**config.mk**
```make
export PLATFORM = sky130hd
export DESIGN_NAME = irl_resolver
export DESIGN_NICKNAME = d
export VERILOG_FILES = /design/src/rtl/irl_pkg.sv /design/src/rtl/irl_pending.sv /design/src/rtl/irl_above_mask.sv /design/src/rtl/irl_prio_enc.sv /design/src/rtl/irl_resolver.sv
export SDC_FILE = /design/constraint.sdc
export NUM_CORES = 1
export LEC_CHECK = 0
export ABC_AREA = 1
export BUFFER_PORTS_ARGS = -buffer_cell sky130_fd_sc_hd__buf_2
export CORE_UTILIZATION = 30
export CTS_BUF_LIST = sky130_fd_sc_hd__clkbuf_4 sky130_fd_sc_hd__clkbuf_8
export CTS_CLUSTER_DIAMETER = 200
export DETAILED_ROUTE_END_ITERATION = 12
export SLEW_MARGIN = 20
export SYNTH_ARGS = -nofsm -noshare
export SYNTH_HDL_FRONTEND = slang
export SYNTH_SLANG_ARGS = --single-unit
```
**constraint.sdc**
```tcl
create_clock -name clk -period 2.6 [get_ports clk]
set_input_delay 0.52 -clock clk [delete_from_list [all_inputs] [get_ports clk]]
set_output_delay 0.52 -clock clk [all_outputs]
set_load 0.1 [all_outputs]
```
**src/rtl/irl_pkg.sv**
```systemverilog
package irl_pkg;
   localparam int IRL_LVL_N   = 16;
   localparam int IRL_TT_W    = 9;
   localparam int IRL_TL_W    = 3;
   localparam int IRL_EXT_BASE = 'h40;
   localparam int IRL_TIMER_LVL = 14;

   typedef enum logic [1:0] {
      ACT_HOLD  = 2'd0,
      ACT_CLEAR = 2'd1,
      ACT_LOAD  = 2'd2
   } irl_act_e;
endpackage

```
**src/rtl/irl_pending.sv**
```systemverilog
module irl_pending #(
   parameter int LVL_N     = 16,
   parameter int TIMER_LVL = 14,
   localparam int SOFT_W   = LVL_N + 1
) (
   input  logic [LVL_N-1:0]  ext_lvl,
   input  logic [SOFT_W-1:0] soft_int,
   output logic [LVL_N-1:0]  pend
);
   localparam int TICK_BIT  = 0;
   localparam int STICK_BIT = LVL_N;

   logic [LVL_N-1:0] soft_lv;
   logic             timer_hit;

   always_comb begin
      soft_lv           = soft_int[LVL_N-1:0];
      soft_lv[TICK_BIT] = 1'b0;
   end

   assign timer_hit = soft_int[TICK_BIT] | soft_int[STICK_BIT];

   genvar g;
   generate
      for (g = 0; g < LVL_N; g++) begin : g_lvl
         if (g == TIMER_LVL) begin : g_tmr
            assign pend[g] = ext_lvl[g] | soft_lv[g] | timer_hit;
         end else begin : g_plain
            assign pend[g] = ext_lvl[g] | soft_lv[g];
         end
      end
   endgenerate
endmodule

```
**src/rtl/irl_above_mask.sv**
```systemverilog
module irl_above_mask #(
   parameter int LVL_N   = 16,
   localparam int LVL_W  = $clog2(LVL_N)
) (
   input  logic [LVL_W-1:0] pil,
   output logic [LVL_N-1:0] mask
);
   genvar g;
   generate
      for (g = 0; g < LVL_N; g++) begin : g_bit
         assign mask[g] = (LVL_W'(g) > pil);
      end
   endgenerate
endmodule

```
**src/rtl/irl_prio_enc.sv**
```systemverilog
module irl_prio_enc #(
   parameter int LVL_N  = 16,
   localparam int LVL_W = $clog2(LVL_N)
) (
   input  logic [LVL_N-1:0] vec,
   output logic             found,
   output logic [LVL_W-1:0] idx
);
   always_comb begin
      found = 1'b0;
      idx   = '0;
      for (int i = 0; i < LVL_N; i++) begin
         if (vec[i]) begin
            found = 1'b1;
            idx   = LVL_W'(i);
         end
      end
   end
endmodule

```
**src/rtl/irl_resolver.sv**
```systemverilog
module irl_resolver
   import irl_pkg::*;
#(
   parameter int LVL_N     = IRL_LVL_N,
   parameter int TT_W      = IRL_TT_W,
   parameter int TL_W      = IRL_TL_W,
   parameter int EXT_BASE  = IRL_EXT_BASE,
   parameter int TIMER_LVL = IRL_TIMER_LVL,
   localparam int LVL_W    = $clog2(LVL_N),
   localparam int SOFT_W   = LVL_N + 1
) (
   input  logic              clk,
   input  logic              rst_n,
   input  logic [LVL_N-1:0]  ext_lvl,
   input  logic [SOFT_W-1:0] soft_int,
   input  logic [LVL_W-1:0]  pil,
   input  logic              int_en,
   input  logic [TL_W-1:0]   trap_lvl,
   input  logic [TT_W-1:0]   cur_tt,
   input  logic              vec_busy,
   output logic              irq_req,
   output logic [TT_W-1:0]   irq_tt
);
   localparam logic [TT_W-1:0] BASE_C = TT_W'(EXT_BASE);

   generate
      if ((1 << LVL_W) != LVL_N) begin : g_chk_pow2
         $error("irl_resolver: LVL_N must be a power of two");
      end
      if (TT_W <= LVL_W) begin : g_chk_ttw
         $error("irl_resolver: TT_W must exceed the level index width");
      end
      if ((EXT_BASE % LVL_N) != 0 || EXT_BASE >= (1 << TT_W)) begin : g_chk_base
         $error("irl_resolver: EXT_BASE must be level-aligned and fit TT_W");
      end
      if (TIMER_LVL < 1 || TIMER_LVL >= LVL_N) begin : g_chk_tmr
         $error("irl_resolver: TIMER_LVL out of range");
      end
   endgenerate

   logic [LVL_N-1:0] pend, above, cand;
   logic             any_above;
   logic [LVL_W-1:0] hi_lvl;
   logic [TT_W-1:0]  new_tt;
   logic             cur_is_ext, nest_block;
   logic             req_q;
   logic [TT_W-1:0]  tt_q;
   irl_act_e         act;

   irl_pending #(.LVL_N(LVL_N), .TIMER_LVL(TIMER_LVL)) u_pend (
      .ext_lvl (ext_lvl),
      .soft_int(soft_int),
      .pend    (pend)
   );

   irl_above_mask #(.LVL_N(LVL_N)) u_mask (
      .pil (pil),
      .mask(above)
   );

   assign cand = pend & above;

   irl_prio_enc #(.LVL_N(LVL_N)) u_enc (
      .vec  (cand),
      .found(any_above),
      .idx  (hi_lvl)
   );

   assign new_tt     = BASE_C | {{(TT_W-LVL_W){1'b0}}, hi_lvl};
   assign cur_is_ext = (cur_tt[TT_W-1:LVL_W] == BASE_C[TT_W-1:LVL_W]);
   assign nest_block = (trap_lvl != '0) && cur_is_ext && (cur_tt > new_tt);

   always_comb begin
      act = ACT_HOLD;
      if (vec_busy) begin
         act = ACT_HOLD;
      end else if (!any_above) begin
         act = ACT_CLEAR;
      end else if (int_en) begin
         if (nest_block)           act = ACT_HOLD;
         else if (new_tt != tt_q)  act = ACT_LOAD;
         else                      act = ACT_HOLD;
      end else if (req_q) begin
         act = ACT_CLEAR;
      end
   end

   always_ff @(posedge clk or negedge rst_n) begin
      if (!rst_n) begin
         req_q <= 1'b0;
         tt_q  <= '0;
      end else begin
         unique case (act)
            ACT_CLEAR: begin
               req_q <= 1'b0;
               tt_q  <= '0;
            end
            ACT_LOAD: begin
               req_q <= 1'b1;
               tt_q  <= new_tt;
            end
            default: begin
               req_q <= req_q;
               tt_q  <= tt_q;
            end
         endcase
      end
   end

   assign irq_req = req_q;
   assign irq_tt  = tt_q;
endmodule

```
==> results of run 1 <==
cells in the final DEF (no fill, tap or decap), types with 2 or more instances in the layout:
cell and count:
clkbuf_4 4, conb_1 4, nand3_1 3, nand2_2 9, inv_1 10, nand3b_1 2, ha_4 2, nand2_1 34
buf_4 27, nor2_2 5, a21oi_2 2, ha_1 3, nor2_4 2, buf_2 53, o21ai_1 6, dfrtp_1 5
o21ai_0 5, nor2_1 12, o221ai_2 4, o21ai_2 2, inv_4 2, buf_6 5, nor3_1 2
Yosys cell counts, types with 2 or more instances:
cell	n	area share
a21oi_1	3	0.019
buf_4	5	0.047
dfrtp_1	5	0.16
ha_1	6	0.094
inv_1	13	0.061
nand2_1	43	0.20
nand3_1	4	0.025
nand3b_1	2	0.019
nor2_1	18	0.085
nor3_1	2	0.013
o21ai_0	12	0.076
o221ai_1	5	0.055
stage by stage:
stage | setup slack, ns | TNS (ns) | power [mW] | instance area, µm² | std cells
after global placement | -0.7283 | -3.556 | 0.4325 | 1256 | 236
after detailed placement | -0.7853 | -3.865 | 0.4358 | 1256 | 236
final | -0.2803 | -1.357 | 0.5904 | 1535 | 249
after global routing | -0.5345 | -2.594 | 0.6263 | 1535 | 249
after floorplan | -0.3527 | -1.730 | 0.3434 | 820.8 | 134
after CTS | -0.2744 | -1.327 | 0.5715 | 1450 | 247
cell families after synthesis:
family / count (synthesis) / share of synthesized area
fa+ha+maj: 6 / 0.09449
simple gates: 75 / 0.4079
xor+xnor: 1 / 0.01103
flops: 5 / 0.1575
buf+inv: 18 / 0.1087
other cells: 1 / 0.004720
compound gates: 25 / 0.2157
report_power, final:
group          leakage [nW]  internal (mW)  switching (mW)
clock                0.0184         0.0682          0.0281
sequential           0.0658         0.0918          0.0132
combinational         0.735          0.128           0.261
total                 0.819          0.288           0.302
how the worst max path moves through the flow:
stage | start | to
6_report | pil[1] | irq_tt[1]
3_5_place_dp | pil[2] | irq_tt[1]
3_3_place_gp | pil[2] | irq_tt[6]
4_1_cts | pil[0] | irq_tt[1]
2_1_floorplan | pil[0] | irq_tt[1]
5_1_grt | pil[1] | irq_tt[1]
layer usage:
metal | vias to the layer above | routed length, µm | global-route usage
met5 | - | 0 | 0
met4 | 0 | 0 | 0.03947
met3 | 0 | 184 | 0.005747
met2 | 45 | 1443 | 0.4042
met1 | 517 | 1088 | 0.1925
li1 | 606 | - | -
timing repair:
action	CTS	global route
resized for setup	31	18
endpoints found under the setup margin	5	5
hold buffers	0	0
endpoints found under the hold margin	0	0
buffers inserted	7	2
pin swaps	19	6
cell type report:
cell class / count / share of cell area
Sequential cell: 5 / 0.08150
Inverter: 13 / 0.03504
Tap cell: 30 / 0.02445
Timing Repair Buffer: 86 / 0.3513
Multi-Input combinational cell: 111 / 0.4882
Clock buffer: 4 / 0.01956
==> results.py, run 1 <==
metrics = {
    "critical_path": {
        "start_kind": "input port",
        "end_kind": "register",
        "cpPeakStageDelay_ns": 0.30,
        "path_depth": 19,
        "crit_chain": "buf_8 > inv_1 > buf_4 > o221ai_2 > nand2_1 > o21bai_2 > a21oi_2 > ha_1 > nand2_2 > buf_4 > nor2_2 > nor4_2 > o21ai_1 > nand4_1 > nor2_2 > ha_4 > inv_4 > nand2_2 > o21ai_1",
        "path_class": "in2reg",
        "crit_slowest_cell": "ha_4",
        "cp_max_fo": 4,
        "reg2reg_from": "irq_tt[6]",
        "path_buf_inv": 5,
        "rrSetupSlack_ns": 0.86,
        "crit_family": "compound AO/OA/AOI/OAI gates",
        "worstReg2RegEnd": "irq_tt[1]",
        "reg2regPathDepth": 13,
        "crit_required_ns": 2.72,
        "worst_ep_arrival_time_ns": 3.00,
    },
    "yosys": {
        "netlist_area_um2": 794.5,
        "synth-edff-count": 0,
        "ys_seq_area_frac": 0.1575,
        "synthCells": 131,
        "avgSynthCellArea_um2": 6.065,
        "synth_seq_cells": 5,
        "ys_warn_count": 0,
        "synth.distinct_cells": 25,
        "async_flop_share": 1.000,
        "ys.flop_type": "dfrtp_1",
    },
    "timing": {
        "fmax_mhz": 347.2,
        "finalHoldViolCount": 0,
        "setup_viol": 5,
        "rsz0062_at_grt": "true",
        "setup_slack_ns": -0.2803,
        "period_share": 1.108,
        "whs_ns": 0.09230,
        "fin_skew_ns": 0.001318,
        "post-route-min-period_ns": 2.880,
        "drv_slew": 0,
    },
    "clock_tree": {
        "cts.sink_count": 5,
        "cts_root_buf": "clkbuf_4",
        "clock_latency_ns": 0.23,
        "clk_path_buf_depth": 2,
        "h-tree-depth": 1,
        "numCtsBuffers": 3,
        "cts_tree": "done",
        "clk_pin_slew_worst_paths_ns": 0.04,
    },
    "drt": {
        "finalWirelength_mm": 2.716,
        "drtAntennaViolNets": 0,
        "wire_per_inst_um": 10.91,
        "dr.pass1.iters": 4,
        "num_vias": 1168,
        "avgViaCountPerCell": 4.691,
        "drc_errors": 0,
        "drt_iter0_drc": 11,
    },
    "global_route": {
        "grt_pass1_wl_mm": 4.008,
        "grt_pass1_vias": 1032,
        "track_usage": 0.1887,
        "grt_max_degree": 8,
        "grt-ovfl-total": 0,
        "grt_antenna_before_repair": 0,
    },
    "layout": {
        "diodes": 0,
        "largest_reg_flops": 5,
        "final_util": 0.6141,
        "fillCellCount": 246,
        "synthToLayoutAreaGrowth_pct": 93.23,
        "nNetsFinal": 279,
        "multi_input_area_um2": 749.5,
        "drive_gt1_frac": 0.5890,
        "seq_area_um2": 125.1,
    },
    "floorplanning": {
        "fp.dieH_um": 53.46,
        "core_um2": 2500,
        "dieArea_um2": 2858,
        "start_util": 0.3178,
        "die_x_um": 53.46,
        "rows": 18,
        "io-pin-count": 63,
    },
    "worst_hold_path": {
        "hp-class": "in2async",
    },
    "power": {
        "peakVddDrop_mv": 0.4654,
        "p_per_area_nw_per_um2": 384.6,
        "leakagePower_nw": 0.8190,
    },
    "place": {
        "io_buffer_count": 57,
        "dp_hpwl_mm": 1.991,
        "gp_routability_congestion": 0.7389,
    },
    "flow_run": {
        "maxCapViolCount": 0,
    },
    "outcome": {
        "run_status": "finished with violations",
        "violations": "setup timing",
    },
}
Note: power is estimated with default switching activity, not from simulation.
==> run 2, diff against run 1 <==
--- a/config.mk
+++ b/config.mk
@@ -6,11 +6,11 @@
 export NUM_CORES = 1
 export LEC_CHECK = 0
 export ABC_AREA = 1
-export BUFFER_PORTS_ARGS = -buffer_cell sky130_fd_sc_hd__buf_2
 export CORE_UTILIZATION = 30
 export CTS_BUF_LIST = sky130_fd_sc_hd__clkbuf_4 sky130_fd_sc_hd__clkbuf_8
 export CTS_CLUSTER_DIAMETER = 200
 export DETAILED_ROUTE_END_ITERATION = 12
+export DONT_BUFFER_PORTS = 1
 export SLEW_MARGIN = 20
 export SYNTH_ARGS = -nofsm -noshare
 export SYNTH_HDL_FRONTEND = slang
==> results.py, run 2 (synthesis results as in run 1) <==
metrics = {
    "power": {
        "p_per_area_nw_per_um2": 462.5,
        "comb_power_share": 0.605,
        "power_frac_seq": 0.199,
        "leakagePower_nw": 0.5745,
        "p_clk_frac": 0.197,
        "internal_power_mw": 0.2498,
        "peakVddDrop_mv": 0.4585,
        "power.total_mw": 0.5271,
        "p_sw_frac": 0.5262,
        "p_switching_mw": 0.2774,
    },
    "critical_path": {
        "reg2regPathDepth": 13,
        "worst_ep_arrival_time_ns": 2.95,
        "cp_max_fo": 5,
        "crit_required_ns": 2.73,
        "path_class": "in2reg",
        "end_kind": "register",
        "start_kind": "input port",
    },
    "flow_run": {
        "maxCapViolCount": 0,
    },
    "timing": {
        "drv_slew": 0,
        "post-route-min-period_ns": 2.819,
        "fin_skew_ns": 0.006583,
        "setup_viol": 5,
        "tightest_slew_ns": 0.5447,
        "whs_ns": 0.5556,
        "fmax_mhz": 354.7,
        "rsz0062_at_grt": "true",
        "setup_slack_ns": -0.2194,
        "finalHoldViolCount": 0,
        "tns_ns": -1.041,
        "max_slew_margin": 0.6398,
        "period_share": 1.084,
    },
    "layout": {
        "multi_input_area_um2": 648.1,
        "seq_area_um2": 126.4,
        "drive_gt1_frac": 0.3212,
        "nNetsFinal": 225,
        "layout_commonest_cell": "nand2_1",
        "final_cell_mix": "40 x nand2_1, 30 x buf_4, 14 x nor2_1",
        "largest_reg_flops": 5,
        "diodes": 0,
        "synthToLayoutAreaGrowth_pct": 43.46,
        "fillCellCount": 255,
    },
    "clock_tree": {
        "h-tree-depth": 1,
        "numCtsBuffers": 3,
        "clk_pin_slew_worst_paths_ns": 0.05,
        "cts.sink_count": 5,
        "clock_latency_ns": 0.25,
        "cts_root_buf": "clkbuf_4",
        "clk_path_buf_depth": 2,
        "cts_tree": "done",
    },
    "outcome": {
        "run_status": "finished with violations",
        "violations": "setup timing",
    },
    "place": {
        "gp_routability_congestion": 0.7675,
        "dp_hpwl_mm": 1.785,
        "io_buffer_count": 0,
    },
    "worst_hold_path": {
        "hp-class": "in2async",
    },
    "global_route": {
        "grt_antenna_before_repair": 0,
        "grt_pass1_vias": 842,
        "grt_max_degree": 8,
        "grt-ovfl-total": 0,
        "grt_pass1_wl_mm": 3.036,
        "track_usage": 0.1464,
    },
    "drt": {
        "num_vias": 955,
        "drc_errors": 0,
        "wire_per_inst_um": 11.13,
        "finalWirelength_mm": 2.170,
        "drtAntennaViolNets": 0,
        "avgViaCountPerCell": 4.897,
        "drt_iter0_drc": 3,
        "dr.pass1.iters": 4,
    },
    "floorplanning": {
        "rows": 18,
        "die_x_um": 53.46,
        "fp.dieH_um": 53.46,
        "core_um2": 2500,
        "io-pin-count": 63,
        "start_util": 0.3178,
        "dieArea_um2": 2858,
    },
}
-- run 2: worst max-delay path, stage by stage --
cell and delay, ns:
nor2_4 0.11, nand2_1 0.07, nor2_2 0.12, nand2_1 0.06, nand2_1 0.06, nand2_1 0.05, nand2_1 0.06, nand2_1 0.04
nand2_1 0.06, nand2_1 0.05, nand2_1 0.06, nand2_1 0.05, nand2_1 0.06, nand2_1 0.04, nand2_1 0.06, nand2_2 0.07
nand2_2 0.08, ha_1 0.22, nand2_1 0.06, nor2_1 0.04, nor4_1 0.25, o21ai_1 0.11, nand4_1 0.11, nor2_2 0.07
ha_4 0.29, inv_4 0.04, nand2_2 0.07, o21ai_1 0.07
-- run 2: area by class of cell --
cell class / instances / share of cell area
clock buffers: 4 / 0.02634
inverters: 13 / 0.04501
multi-input cells: 111 / 0.5686
flip-flops and latches: 5 / 0.1109
well taps: 30 / 0.03293
repair buffers: 32 / 0.2162
-- run 2: metal layers --
layer  global-route usage  vias up  wire length (µm)
li1                     -      497                 -
met1               0.1358      407               867
met2               0.2979       48              1103
met3              0.02299        3               171
met4              0.07018        0                27
met5                    0        -                 0
-- run 2: path summary, 6_finish.rpt --
check | from | slack (ns) | to
max | pil[3] | -0.22 | irq_tt[1]
max reg2reg | irq_tt[6] | 0.92 | irq_tt[1]
max in group asynchronous | rst_n | 1.84 | irq_tt[6]
min in group clk | irq_tt[1] | 0.58 | irq_tt[1]
min | rst_n | 0.56 | irq_tt[3]
min reg2reg | irq_tt[1] | 0.58 | irq_tt[1]
-- run 2: stage by stage --
stage | util | cells | area, µm² | setup slack (ns)
floorplan | - | 134 | 820.8 | -0.3527
detailed placement | 0.4009 | 183 | 1002 | -0.6231
CTS | 0.4444 | 192 | 1111 | -0.1918
global placement | 0.4009 | 183 | 1002 | -0.5687
global route | 0.4560 | 195 | 1140 | -0.5280
finish | 0.4560 | 195 | 1140 | -0.2194
-- run 2: timing repair --
item	in CTS	in global routing
hold buffers	1	0
resized for setup	11	3
setup endpoints to repair	5	5
setup buffers	4	3
endpoints found under the hold margin	5	0
pin swaps	16	5
-- run 2: power by group through the flow --
stage                     clock network (mW)  logic, mW  registers (mW)
after CTS                              0.107      0.314           0.104
after detailed placement                   0      0.297           0.105
after floorplan                            0      0.139           0.204
after global routing                   0.112      0.339           0.106
final                                  0.104      0.319           0.105
after global placement                     0      0.294           0.105
==> run 3, diff against run 2 <==
--- a/config.mk
+++ b/config.mk
@@ -6,6 +6,7 @@
 export NUM_CORES = 1
 export LEC_CHECK = 0
 export ABC_AREA = 1
+export CORE_ASPECT_RATIO = 1.1
 export CORE_UTILIZATION = 30
 export CTS_BUF_LIST = sky130_fd_sc_hd__clkbuf_4 sky130_fd_sc_hd__clkbuf_8
 export CTS_CLUSTER_DIAMETER = 200
==> results.py, run 3 (synthesis results as in run 1) <==
metrics = {
    "outcome": {
        "run_status": "finished with violations",
        "violations": "setup timing",
    },
    "layout": {
        "diodes": 0,
        "final_util": 0.4982,
        "drive_gt1_frac": 0.4104,
        "synthToLayoutAreaGrowth_pct": 56.54,
        "layout_commonest_cell": "buf_4",
        "final_cell_mix": "37 x buf_4, 32 x nand2_1, 14 x nor2_1",
        "postLayoutCellArea_um2": 1244,
        "nNetsFinal": 233,
        "largest_reg_flops": 5,
    },
    "place": {
        "placed_cell_area_um2": 1023,
        "dp_hpwl_mm": 1.875,
        "io_buffer_count": 0,
        "gp_routability_congestion": 0.8667,
        "post-place-ws_ns": -0.6184,
    },
    "timing": {
        "post-route-min-period_ns": 2.989,
        "period_share": 1.149,
        "drv_slew": 0,
        "setup_viol": 5,
        "tightest_slew_ns": 0.5443,
        "fin_skew_ns": 0.009924,
        "max_slew_margin": 0.6401,
        "setup_slack_ns": -0.3886,
        "fmax_mhz": 334.6,
        "finalHoldViolCount": 0,
        "rsz0062_at_grt": "true",
    },
    "drt": {
        "avgViaCountPerCell": 5.049,
        "num_vias": 1030,
        "drt_iter0_drc": 7,
        "wire_per_inst_um": 11.89,
        "dr.pass1.iters": 3,
        "finalWirelength_mm": 2.425,
        "drc_errors": 0,
        "drtAntennaViolNets": 0,
    },
    "critical_path": {
        "path_class": "in2reg",
        "cp_max_fo": 3,
        "rrSetupSlack_ns": 0.82,
        "crit_slowest_cell": "nand3_1",
        "end_kind": "register",
        "worst_ep_arrival_time_ns": 3.14,
        "reg2reg_from": "irq_tt[3]",
        "cpPeakStageDelay_ns": 0.13,
        "reg2regPathDepth": 13,
        "crit_required_ns": 2.75,
        "worstReg2RegEnd": "irq_tt[1]",
        "start_kind": "input port",
    },
    "clock_tree": {
        "numCtsBuffers": 3,
        "clock_latency_ns": 0.26,
        "cts_root_buf": "clkbuf_4",
        "clk_pin_slew_worst_paths_ns": 0.05,
        "cts_tree": "done",
        "cts.sink_count": 5,
        "clk_path_buf_depth": 2,
        "h-tree-depth": 1,
    },
    "floorplanning": {
        "core_um2": 2496,
        "fp.dieH_um": 55.98,
        "die_x_um": 51.07,
        "rows": 19,
        "dieArea_um2": 2858,
        "start_util": 0.3183,
        "io-pin-count": 63,
    },
    "power": {
        "peakVddDrop_mv": 0.4003,
        "p_per_area_nw_per_um2": 451.2,
        "power.total_mw": 0.5611,
        "leakagePower_nw": 0.6225,
    },
    "global_route": {
        "grt_pass1_vias": 1031,
        "grt-ovfl-total": 0,
        "grt_pass1_wl_mm": 3.946,
        "grt_max_degree": 8,
        "grt_antenna_before_repair": 0,
        "track_usage": 0.1797,
    },
    "worst_hold_path": {
        "hp-class": "in2async",
    },
    "flow_run": {
        "maxCapViolCount": 0,
    },
}
run 3: cell count changes in the layout (fill, tap and decap cells not counted), sizes merged:
cell / previous run / this run
buf: 31 / 39
run 3: how the worst max path moves through the flow:
stage / from / endpoint / slack (ns) / cells after the start
after floorplan: pil[0] / irq_tt[1] / -0.35 / 28
after global placement: pil[2] / irq_tt[3] / -0.54 / 28
after detailed placement: pil[2] / irq_tt[1] / -0.62 / 28
after CTS: pil[2] / irq_tt[1] / -0.26 / 28
after global routing: pil[3] / irq_tt[1] / -0.61 / 28
final: pil[3] / irq_tt[0] / -0.39 / 30
run 3: cell type report:
class,count,area [µm²]
Multi-Input combinational cell,111,680.7
Clock buffer,4,30.03
Fill cell,269,1252
Sequential cell,5,126.4
Inverter,13,48.80
Tap cell,31,38.79
Timing Repair Buffer,40,319.1
run 3: timing repair:
action | in CTS | in global routing
endpoints found under the hold margin | 5 | 0
resized for setup | 11 | 10
hold buffers | 1 | 0
setup endpoints to repair | 5 | 5
buffers inserted | 12 | 2
pin swaps | 8 | 12
run 3: power by group:
| part | internal (mW) | total (mW) | switching [mW] | leakage [nW] |
|---|---|---|---|---|
| sequential | 0.0923 | 0.104 | 0.0120 | 0.0644 |
| combinational | 0.107 | 0.350 | 0.243 | 0.540 |
| clock | 0.0688 | 0.107 | 0.0382 | 0.0184 |
| total | 0.268 | 0.561 | 0.293 | 0.623 |
run 3: worst max-delay path, delay by kind of cell:
family | cells | cell delay [ns]
and+or+nand+nor | 18 | 1.18
buffers and inverters | 12 | 1.46
run 3: routing by layer:
metal  track usage  vias up  routed length [µm]
li1              -      511                   -
met1        0.1751      477                 909
met2        0.3571       39                1382
met3       0.01366        3                 100
met4       0.09127        0                  32
met5             0        -                   0
run 3: stage by stage:
step	hold slack [ns]	cells	TNS [ns]
2_1_floorplan	0.2244	134	-1.730
3_3_place_gp	0.2245	185	-2.624
3_5_place_dp	0.2245	185	-2.975
4_1_cts	0.5538	202	-1.234
5_1_grt	0.5528	204	-3.027
6_report	0.5518	204	-1.379
